File: src/rtl/nipa_pkg.sv
package nipa_pkg;
  localparam int LVL_W = 2;
  typedef logic [LVL_W-1:0] lvl_t;
  localparam lvl_t LVL_TOP  = 2'd3;
  localparam int   VEC_RST  = 0;
  localparam int   VEC_TRAP = 1;
  localparam int   VEC_BASE = 2;
endpackage

File: src/rtl/nipa_pending.sv
module nipa_pending #(
  parameter int          WIDTH   = 8,
  parameter logic [WIDTH-1:0] RST_VAL = '0
) (
  input  logic             clk,
  input  logic             rst_n,
  input  logic [WIDTH-1:0] set_i,
  input  logic [WIDTH-1:0] clr_i,
  output logic [WIDTH-1:0] pend_o
);
  logic [WIDTH-1:0] pend_q;

  // clear first, then set: a request in the clearing cycle survives
  always_ff @(posedge clk or negedge rst_n) begin
    if (!rst_n) pend_q <= RST_VAL;
    else        pend_q <= (pend_q & ~clr_i) | set_i;
  end

  assign pend_o = pend_q;
endmodule

File: src/rtl/nipa_select.sv
module nipa_select
  import nipa_pkg::*;
#(
  parameter int NUM_SRC = 6,
  parameter int VEC_W   = $clog2(NUM_SRC + VEC_BASE)
) (
  input  logic [NUM_SRC+VEC_BASE-1:0] pend_i,
  input  logic [NUM_SRC-1:0]          en_i,
  input  logic [LVL_W*NUM_SRC-1:0]    lvl_i,
  input  lvl_t                        cur_i,
  output logic                        hit_o,
  output logic [VEC_W-1:0]            vec_o,
  output lvl_t                        lvl_o
);
  localparam int TOTAL = NUM_SRC + VEC_BASE;

  logic [TOTAL-1:0] elig;
  lvl_t             ent_lvl [TOTAL];

  // non-maskable entries: always eligible at the top level
  assign elig[VEC_RST]     = pend_i[VEC_RST];
  assign elig[VEC_TRAP]    = pend_i[VEC_TRAP];
  assign ent_lvl[VEC_RST]  = LVL_TOP;
  assign ent_lvl[VEC_TRAP] = LVL_TOP;

  genvar g;
  generate
    for (g = 0; g < NUM_SRC; g++) begin : g_mask
      assign ent_lvl[VEC_BASE+g] = lvl_i[LVL_W*g +: LVL_W];
      assign elig[VEC_BASE+g]    = pend_i[VEC_BASE+g] && en_i[g] &&
                                   (lvl_i[LVL_W*g +: LVL_W] > cur_i);
    end
  endgenerate

  // walk in hardware order; a later entry replaces only on a strictly higher level
  always_comb begin
    hit_o = 1'b0;
    vec_o = '0;
    lvl_o = '0;
    for (int j = 0; j < TOTAL; j++) begin
      if (elig[j] && (!hit_o || (ent_lvl[j] > lvl_o))) begin
        hit_o = 1'b1;
        vec_o = VEC_W'(j);
        lvl_o = ent_lvl[j];
      end
    end
  end
endmodule

File: src/rtl/nipa_level.sv
module nipa_level
  import nipa_pkg::*;
(
  input  logic clk,
  input  logic rst_n,
  input  logic take_i,
  input  lvl_t take_lvl_i,
  input  logic restore_i,
  input  lvl_t restore_lvl_i,
  output lvl_t cur_o
);
  lvl_t cur_q;

  always_ff @(posedge clk or negedge rst_n) begin
    if (!rst_n)         cur_q <= LVL_TOP;
    else if (take_i)    cur_q <= take_lvl_i;
    else if (restore_i) cur_q <= restore_lvl_i;
  end

  assign cur_o = cur_q;
endmodule

File: src/rtl/nipa_top.sv
module nipa_top
  import nipa_pkg::*;
#(
  parameter int NUM_SRC = 6,
  parameter int VEC_W   = $clog2(NUM_SRC + VEC_BASE)
) (
  input  logic                     clk,
  input  logic                     rst_n,
  input  logic                     reset_req,
  input  logic                     trap_req,
  input  logic [NUM_SRC-1:0]       irq_req,
  input  logic [NUM_SRC-1:0]       irq_en,
  input  logic [LVL_W*NUM_SRC-1:0] irq_lvl,
  input  logic                     restore_valid,
  input  logic [LVL_W-1:0]         restore_lvl,
  input  logic                     svc_ready,
  output logic                     svc_valid,
  output logic [VEC_W-1:0]         svc_vec,
  output logic [LVL_W-1:0]         svc_lvl,
  output logic                     svc_stack,
  output logic                     wake,
  output logic [LVL_W-1:0]         cur_lvl
);
  localparam int TOTAL = NUM_SRC + VEC_BASE;
  localparam logic [TOTAL-1:0] PEND_RST = TOTAL'(1) << VEC_RST;

  logic [TOTAL-1:0] set_vec, clr_vec, pend;
  logic             accept;
  lvl_t             cur_q, win_lvl;

  assign set_vec = {irq_req, trap_req, reset_req};
  assign accept  = svc_valid && svc_ready;

  genvar g;
  generate
    for (g = 0; g < TOTAL; g++) begin : g_clr
      assign clr_vec[g] = accept && (svc_vec == VEC_W'(g));
    end
  endgenerate

  nipa_pending #(.WIDTH(TOTAL), .RST_VAL(PEND_RST)) u_pend (
    .clk(clk), .rst_n(rst_n), .set_i(set_vec), .clr_i(clr_vec), .pend_o(pend)
  );

  nipa_select #(.NUM_SRC(NUM_SRC), .VEC_W(VEC_W)) u_sel (
    .pend_i(pend), .en_i(irq_en), .lvl_i(irq_lvl), .cur_i(cur_q),
    .hit_o(svc_valid), .vec_o(svc_vec), .lvl_o(win_lvl)
  );

  nipa_level u_lvl (
    .clk(clk), .rst_n(rst_n), .take_i(accept), .take_lvl_i(win_lvl),
    .restore_i(restore_valid), .restore_lvl_i(restore_lvl), .cur_o(cur_q)
  );

  assign svc_lvl   = win_lvl;
  assign svc_stack = svc_valid && (svc_vec != VEC_W'(VEC_RST));
  assign wake      = pend[VEC_RST] | pend[VEC_TRAP];
  assign cur_lvl   = cur_q;
endmodule

File: config.mk
export PLATFORM = sky130hd
export DESIGN_NAME = nipa_top
export DESIGN_NICKNAME = d
export VERILOG_FILES = /design/src/rtl/nipa_pkg.sv /design/src/rtl/nipa_pending.sv /design/src/rtl/nipa_select.sv /design/src/rtl/nipa_level.sv /design/src/rtl/nipa_top.sv
export SDC_FILE = /design/constraint.sdc
export NUM_CORES = 1
export LEC_CHECK = 0
export ABC_CLOCK_PERIOD_IN_PS = 21200
export BUFFER_PORTS_ARGS = -buffer_cell sky130_fd_sc_hd__buf_2
export CORE_MARGIN = 2
export CORE_UTILIZATION = 35
export DETAILED_ROUTE_END_ITERATION = 12
export GPL_ROUTABILITY_DRIVEN = 0
export PLACE_DENSITY_LB_ADDON = 0.12
export SYNTH_ARGS = -nofsm -noshare
export SYNTH_HDL_FRONTEND = slang
export SYNTH_SLANG_ARGS = --single-unit
File: constraint.sdc
create_clock -name clk -period 21.2 [get_ports clk]
set_clock_uncertainty 0.2 [all_clocks]
set_input_delay 4.24 -clock clk [delete_from_list [all_inputs] [get_ports clk]]
set_output_delay 4.24 -clock clk [all_outputs]
set_load 0.01 [all_outputs]
Word-level counts from Yosys, hierarchy flattened

Index checks and enable logic that the tools add are counted.

Equality and inequality tests: 7
Bitwise operators: 4
Order comparisons: 13
Muxes and demuxes: 25
Reduce and logical (&&, ||, !) cells: 46

Operators with widths:

| kind               | count |
|---|---|
| $logic_and 1x1->1  | 29 |
| $gt 2x2->1         | 12 |
| $mux 2             | 12 |
| $eq 3x3->1 const B | 4 |
| $mux 3             | 4 |
| $mux 1             | 9 |
| $and 8x8->8        | 1 |
| $not 8->8          | 1 |
| $or 8x8->8         | 1 |
| $logic_not 1->1    | 7 |
| $logic_or 1x1->1   | 7 |
| $eq 3x2->1 const B | 2 |
| $eq 3x1->1 const B | 1 |
| $logic_not 3->1    | 1 |
| $reduce_bool 3->1  | 1 |
| $gt 2x2->1 const A | 1 |
| $reduce_bool 2->1  | 1 |
| $or 1x1->1         | 1 |

Register bits after elaboration: 10
Logic and storage cells: 97
Output and inout bits: 10

Longest topological paths before layout

Gate-level depths: netlist of the first run.

Depth in word-level cells: 34
Mapped depth: 45

Hierarchy

From an unflattened synthesis of the first run, not the netlist that was laid out.

Cells, all modules: 169
Area, all modules: 1352.5 µm²

Modules (own cells, without submodules):

| module       | cells an instance | times used | area each (µm²) | seq. area each (µm²) |
|---|---|---|---|---|
| nipa_select  | 121               | 1          | 887.1           | 0.0 |
| nipa_pending | 24                | 1          | 291.5           | 201.4 |
| nipa_level   | 8                 | 1          | 90.1            | 52.6 |
| nipa_top     | 16                | 1          | 83.8            | 0.0 |

Worst setup path before layout of the first run

No wires, ideal clock.

Kind: input port to output port
Start: input port irq_lvl[1]
End: output port svc_stack
Required time: 16.760 ns
Path slack: 5.990 ns
Stages on the path: 38
Buffers on the path: 2
Arrival: 10.770 ns
Cell sequence: ha_1 > nor2b_1 > o2111a_1 > buf_6 > a22o_2 > ha_1 > nand2_1 > o21ai_0 > a21o_1 > a211o_1 > ha_1 > nor2b_1 > o21ai_1 > o31ai_2 > and2_1 > buf_4 > inv_1 > mux2_2 > [... 2 more ...] > inv_1 > o2111ai_1 > o31a_2 > and3_4 > nor2_1 > a21oi_1 > ha_1 > nand2_1 > o21ai_0 > a21oi_4 > mux2i_1 > inv_1 > ha_1 > nor2b_1 > o21ai_0 > a21o_2 > nor2b_1 > nand3_1

Word-level cells in the longest chain between the ends: 26

RTL lines:

| item                                                  | line                                 | RTL |
|---|---|---|
| start: declaration                                    | nipa_top.sv:13                       | `input logic [LVL_W*NUM_SRC-1:0] irq_lvl,` |
| $gt 2x2->1 (on tied branches)                         | nipa_select.sv:31, nipa_select.sv:41 |  |
| $logic_and 1x1->1 or $logic_or 1x1->1 (tied branches) | nipa_select.sv:30, nipa_select.sv:41 |  |
| $logic_and 1x1->1                                     | nipa_select.sv:41                    | `if (elig[j] && (!hit_o \|\| (ent_lvl[j] > lvl_o))) begin` |
| $mux 2 or $mux 1 (tied branches)                      | nipa_select.sv:41                    |  |
| $gt 2x2->1 or $logic_not 1->1 (tied branches)         | nipa_select.sv:41                    |  |
| $logic_or 1x1->1                                      | nipa_select.sv:41                    |  |
| $logic_and 1x1->1                                     | nipa_select.sv:41                    |  |
| $mux 2 or $mux 1 (tied branches)                      | nipa_select.sv:41                    |  |
| [... 10 more ...]                                     | n/a                                  |  |
| $logic_and 1x1->1                                     | nipa_select.sv:41                    |  |
| $mux 2 or $mux 1 (tied branches)                      | nipa_select.sv:41                    |  |
| $gt 2x2->1 or $logic_not 1->1 (tied branches)         | nipa_select.sv:41                    |  |
| $logic_or 1x1->1                                      | nipa_select.sv:41                    |  |
| $logic_and 1x1->1                                     | nipa_select.sv:41                    |  |
| $mux 3                                                | nipa_select.sv:41                    |  |
| $reduce_bool 3->1                                     | nipa_top.sv:56                       | `assign svc_stack = svc_valid && (svc_vec != VEC_W'(VEC_RST));` |
| $logic_and 1x1->1 *                                   | nipa_top.sv:56                       |  |
| end: declaration                                      | nipa_top.sv:20                       | `output logic svc_stack,` |

Every way passes the cells marked *; elsewhere a longest branch is shown, timed or not.

Worst setup path in the final report of the first run

Same ends and word-level chain as after synthesis.

==> results.md, run 1 <==
- Status: completed
- RR Startpoint: u_lvl.cur_o[1]$_DFFE_PN1P_
- Clock Latency Late Sink: 0.24 ns
- Post-synthesis register bit count: 10
- Crit-path leading delay family: compound AO/OA/AOI/OAI gates
- Post-synth ARST share: 100%
- Final Hold Viols: 0
- RSZ-0062 raised after global routing: no
- Synth area leaders: ha_1, dfrtp_1, dfstp_2, nand2_1, nor2b_1
- Gate power share: 53.0%
- Post-CTS Resized: 0
- CTS sink cnt: 10
- Setup WS pre-CTS: 5.05 ns
- Grt ovf: 0
- Total Wirelength: 3520 um
- Final #Nets: 254
- Post-synth top area share: 20.0%
- Via count: 1320
- Multi-input logic area: 0.00104 mm^2
- Crit path max fanout: 9
- First-pass GRT wire length: 6210 um
- Clock Path Buffers: 2
- Post-synthesis instance total: 157
- Yosys top cell by area: ha_1
- CTS root buf: clkbuf_8
- Diodes inserted: 0
- Starting Density: 37.0%
- Area delta synth->final: 21.6%
- Hold crit path type: reg -> reg
- Flop pwr share: 23.3%
- Sequential element share of the synthesized area: 18.5%
- Least-Margin Pin Slew: 0.430 ns
- Die X: 66.7 um
- # port buffers: 41
- Cts bufs inserted: 3
- Crit-path slowest cell: o2111a_1
- Tmin final: 16.17 ns
- Rows: 22
- Setup Buffers After CTS: 0
- Avg Inst Size Synth: 8.76 um^2
- Crit path buffers/inverters: 5
- Share of cells above drive strength 1: 34.7%
- Number of flops mapped to enable cells by yosys: 0
- Sw Pwr: 0.0422 mW
- Vias per cell: 5.34
- Register Area: 254 um^2
- Int Power: 0.0629 mW
- DRC violation count after routing: 0
- Clock Power Share: 23.6%
- P per Cell Area: 62.9 mW/mm^2
- Drt first pass iters: 4
- Io pins: 42
- Worst EP required: 16.76 ns
- CP Launch Type: input pin
- Worst EP arrival: 11.73 ns
- Most common cell in the synthesized netlist: ha_1
- Final worst setup slack: 5.03 ns
- Slew headroom: 71.3%
- VDD IR max: 0.0356 mV
- Core Area: 0.00372 mm^2
- Hold slack: 0.278 ns
- Worst-path clk slew: 0.05 ns
- Sw frac: 40.1%
- Fin crit share: 76.3%
- Max-cap viol count: 0
- Largest net degree at the start of global routing: 11
- Synth top cells by count: ha_1, nand2_1, inv_1
- Final setup TNS: 0 ns
- Vias in the first global route: 1323
- Leakage: 0.779 nW
- Fill count: 399
- Critical path origin: irq_lvl[1]
- All-Layer GR Usage: 18.1%
- CTS tree: done
- CTS hold repair buffers: 0
- Highest clock rate: 61.8 MHz
- DP Wirelength: 2950 um
- Setup crit end kind: primary output
- Synth cell types: 48
- Die Area: 0.00445 mm^2
- Hold Startpoint: u_pend.pend_o[4]$_DFF_PN0_
- Final slew viol count: 0
- CP peak stage delay: 0.41 ns
- Antenna violations before repair: 0
- Per-cell routed wire length: 14.3 um
- ANT nets after route: 0
- Syn_nets: 211
- WS Path Type: in -> out
- Most used cell, CP: ha_1
- Htree depth: 1
- YS warnings: 0
- Die Ht: 66.7 um
- Setup-failing EPs final: 0
- Ys flop type: dfrtp_1
- Iter 0 DRT Violations: 53
- Synthesized cell area: 0.00138 mm^2
[worst register-to-register path: cells and delay by family (launching register included)]
| family | cells | cell delay [ns] |
|---|---|---|
| compound gates | 14 | 2.62 |
| simple gates | 14 | 2.18 |
| fa+ha+maj | 6 | 1.71 |
| mux | 3 | 1.03 |
| flops | 1 | 0.52 |
| buf+inv | 4 | 0.42 |
[stage by stage]
stage	cell area, um^2	util (%)	power (mW)	cells
3_5_place_dp	1620	43.5	0.0809	243
2_1_floorplan	1380	-	0.0641	157
5_1_grt	1670	45.0	0.116	247
4_1_cts	1670	45.0	0.107	247
6_report	1670	45.0	0.105	247
3_3_place_gp	1620	43.5	0.0785	243
[sequential cells by signal, summed over array words and instances (netlist names)]
register / count
u_lvl.cur_o: 2
u_pend.pend_o: 8
[path summary, 6_finish.rpt]
path	to	slack [ns]	cells after the start
max	svc_stack	5.03	40
min	u_pend.pend_o[4]$_DFF_PN0_	0.28	1
max reg2reg	u_pend.pend_o[3]$_DFF_PN0_	12.44	41
min reg2reg	u_pend.pend_o[4]$_DFF_PN0_	0.28	1
max in group asynchronous	u_lvl.cur_o[0]$_DFFE_PN1P_	16.88	1
min in group asynchronous	u_pend.pend_o[1]$_DFF_PN0_	3.66	1
[power groups by stage]
stage	clock (mW)	sequential, mW	combinational (mW)
6_report	0.0248	0.0245	0.0558
5_1_grt	0.0272	0.0249	0.0640
4_1_cts	0.0259	0.0245	0.0564
3_5_place_dp	0	0.0248	0.0561
3_3_place_gp	0	0.0247	0.0538
2_1_floorplan	0	0.0242	0.0400
[routing by layer]
layer | part of all wire [%] | vias to the layer above | track usage, %
li1 | - | 663 | -
met1 | 46 | 618 | 23.7
met2 | 47 | 37 | 31.0
met3 | 6.8 | 2 | 4.39
met4 | 0.28 | 0 | 2.30
met5 | 0 | - | 0
[cells in the final DEF (no fill, tap or decap), drive strengths merged, types with 4 or more instances in the layout]
cell,n
nor2b,11
ha,22
o2111ai,5
a21o,9
buf,41
nor2,9
inv,15
clkbuf,4
o21ai,9
nand2,21
mux2,4
o2111a,4
dfrtp,7
[area by class of cell]
cell class | instances | share of cell area [%]
well taps | 48 | 3.59
clock buffers | 4 | 3.29
repair buffers | 41 | 12.3
flip-flops and latches | 10 | 15.2
multi-input cells | 129 | 62.3
inverters | 15 | 3.37
[logic make-up after synthesis]
logic type / synth area share (%)
and+or+nand+nor: 23.8
AOI/OAI and AO/OA: 27.1
adders and majority gates: 20.0
buffers and inverters: 5.82
DFF: 18.5
muxes: 4.73
Power figures use the tool's default switching activity.
==> run 2, diff against run 1 <==
--- a/config.mk
+++ b/config.mk
@@ -5,7 +5,7 @@
 export SDC_FILE = /design/constraint.sdc
 export NUM_CORES = 1
 export LEC_CHECK = 0
-export ABC_CLOCK_PERIOD_IN_PS = 21200
+export ABC_CLOCK_PERIOD_IN_PS = 16800
 export BUFFER_PORTS_ARGS = -buffer_cell sky130_fd_sc_hd__buf_2
 export CORE_MARGIN = 2
 export CORE_UTILIZATION = 35
==> constraint.sdc (replaced) <==
create_clock -name clk -period 16.8 [get_ports clk]
set_clock_uncertainty 0.2 [all_clocks]
set_input_delay 3.36 -clock clk [delete_from_list [all_inputs] [get_ports clk]]
set_output_delay 3.36 -clock clk [all_outputs]
set_load 0.01 [all_outputs]
==> results.md, run 2 (same netlist as run 1, synthesis figures left out) <==
- Status: completed
- Post-CTS Resized: 0 (unchanged)
- Vias in the first global route: 1329 (+0.45%)
- Rows: 22 (unchanged)
- Diodes inserted: 0 (unchanged)
- Per-cell routed wire length: 14.1 um (-1.4%)
- Flip-flop count of the largest register after layout: 8 (unchanged)
- All-Layer GR Usage: 17.2% (-0.97 points)
- CTS tree: done
- Highest clock rate: 69.1 MHz
- Int Power: 0.0795 mW (+26%)
- Grt ovf: 0 (unchanged)
- Gate power share: 52.9% (about the same)
- Utilization after layout: 45.0% (unchanged)
- DRC violation count after routing: 0 (unchanged)
- Slew headroom: 73.1% (+1.8 points)
- Worst-path clk slew: 0.05 ns (about the same)
- Die Area: 0.00445 mm^2 (unchanged)
- Htree depth: 1 (unchanged)
- Most used cell, CP: ha_1
- CP Launch Type: input pin
- Total design power: 0.133 mW (+27%)
- Setup-failing EPs final: 0 (unchanged)
- Clock Latency Late Sink: 0.24 ns (about the same)
- Least-Margin Pin Slew: 0.404 ns (-0.0264 ns)
- Clock Power Share: 24.0% (+0.4 points)
- Iter 0 DRT Violations: 28 (-47%)
- Via count: 1297 (-1.7%)
- WS Path Type: in -> out
- Most common cell after layout, fill and taps aside: buf_2
- CTS sink cnt: 10 (unchanged)
- Fin crit share: 86.1%
- CP peak stage delay: 0.42 ns (about the same)
- Largest net degree at the start of global routing: 11 (unchanged)
- Final #Nets: 254 (unchanged)
- Leakage: 0.779 nW (unchanged)
- Final Hold Viols: 0 (unchanged)
- Final setup TNS: 0 ns (unchanged)
- Drt first pass iters: 4 (unchanged)
- Total Wirelength: 3470 um (-1.4%)
- Die X: 66.7 um (unchanged)
- Hold crit path type: reg -> reg
- Met2 routed WL: 1570 um (-4.5%)
- DR top layer: met3
- P per Cell Area: 79.6 mW/mm^2 (+27%)
- Crit-path slowest cell: o2111a_1
- Starting Density: 37.0% (unchanged)
- Sw frac: 40.2% (+0.078 points)
- RR Startpoint: u_lvl.cur_o[1]$_DFFE_PN1P_
- Core Area: 0.00372 mm^2 (unchanged)
- Cts bufs inserted: 3 (unchanged)
- Hold Startpoint: u_pend.pend_o[4]$_DFF_PN0_
- VDD IR max: 0.0428 mV (+20%)
- Vias per cell: 5.25 (-1.7%)
- Area delta synth->final: 21.6% (unchanged)
- Final slew viol count: 0 (unchanged)
- ANT nets after route: 0 (unchanged)
- Worst EP arrival: 10.91 ns (-0.82 ns)
- Die Ht: 66.7 um (unchanged)
- DP Wirelength: 2830 um (-4.3%)
- Setup Buffers After CTS: 0 (unchanged)
- Met3 WL post-DR: 232 um (-2.9%)
- Max-cap viol count: 0 (unchanged)
- Antenna violations before repair: 0 (unchanged)
- CTS hold repair buffers: 0 (unchanged)
- CTS root buf: clkbuf_8
- RSZ-0062 raised after global routing: no
- Flop pwr share: 23.1% (-0.2 points)
- Critical path origin: irq_lvl[1]
- Wl on met1: 1680 um (+2.6%)
- Tmin final: 14.47 ns
- Setup crit end kind: primary output
- First-pass GRT wire length: 5890 um (-5.2%)
- # port buffers: 41 (unchanged)
- Clock Path Buffers: 2 (unchanged)
- Worst EP required: 13.24 ns (-3.52 ns)
- Sw Pwr: 0.0535 mW (+27%)
- Most frequent cells in the layout: buf_2, ha_1, nand2_1, inv_1, nor2b_1
- Crit path max fanout: 9 (unchanged)
- Share of cells above drive strength 1: 34.7% (unchanged)
- Io pins: 42 (unchanged)
==> run 2: cell counts in the layout (fill, tap and decap cells not counted) <==
Identical to the previous run, type by type.
==> run 2: path summary, 6_finish.rpt <==
path                                                   end  slack, ns  cells past startpoint
worst max-delay path                             svc_stack       2.33                     40
worst min-delay path            u_pend.pend_o[4]$_DFF_PN0_       0.29                      1
worst max register to register  u_pend.pend_o[3]$_DFF_PN0_       7.95                     41
worst min register to register  u_pend.pend_o[4]$_DFF_PN0_       0.29                      1
max in group asynchronous       u_pend.pend_o[0]$_DFF_PN1_      13.35                      1
min in group asynchronous       u_pend.pend_o[7]$_DFF_PN0_       2.78                      1
==> run 2: final cells by class <==
type                       instances  area, um^2
clock buffer                       4        55.1
fill                             389        2040
inverter                          15        56.3
multi-input combinational        129        1040
sequential                        10         254
tap                               48        60.1
timing repair buffer              41         205
==> run 2: power by group through the flow <==
stage | Clock (mW) | Combinational, mW | Sequential (mW)
after floorplan | 0 | 0.0504 | 0.0305
after global placement | 0 | 0.0680 | 0.0313
final | 0.0319 | 0.0703 | 0.0308
after CTS | 0.0325 | 0.0710 | 0.0308
after global routing | 0.0335 | 0.0805 | 0.0313
after detailed placement | 0 | 0.0705 | 0.0312
==> run 2: worst max-delay path, delay by kind of cell <==
family / cells / cell delay [ns]
muxes: 3 / 1.07
adders and majority gates: 6 / 1.68
buffers and inverters: 5 / 0.53
and+or+nand+nor: 13 / 1.85
AOI/OAI and AO/OA: 13 / 2.40
==> run 2: stage by stage <==
step | cell area, um^2 | instances | hold slack [ns] | worst slack (ns)
after floorplan | 1380 | 157 | 0.249 | 3.35
after global placement | 1620 | 243 | 0.261 | 2.57
after detailed placement | 1620 | 243 | 0.274 | 2.35
after CTS | 1670 | 247 | 0.286 | 2.31
after global routing | 1670 | 247 | 0.316 | 1.70
final | 1670 | 247 | 0.288 | 2.33
==> run 2: per-layer routing <==
layer,global-route usage [%],up-vias
met3,5.91,0
li1,-,669
met2,28.6,35
met1,22.1,593
met5,0,-
met4,1.79,0
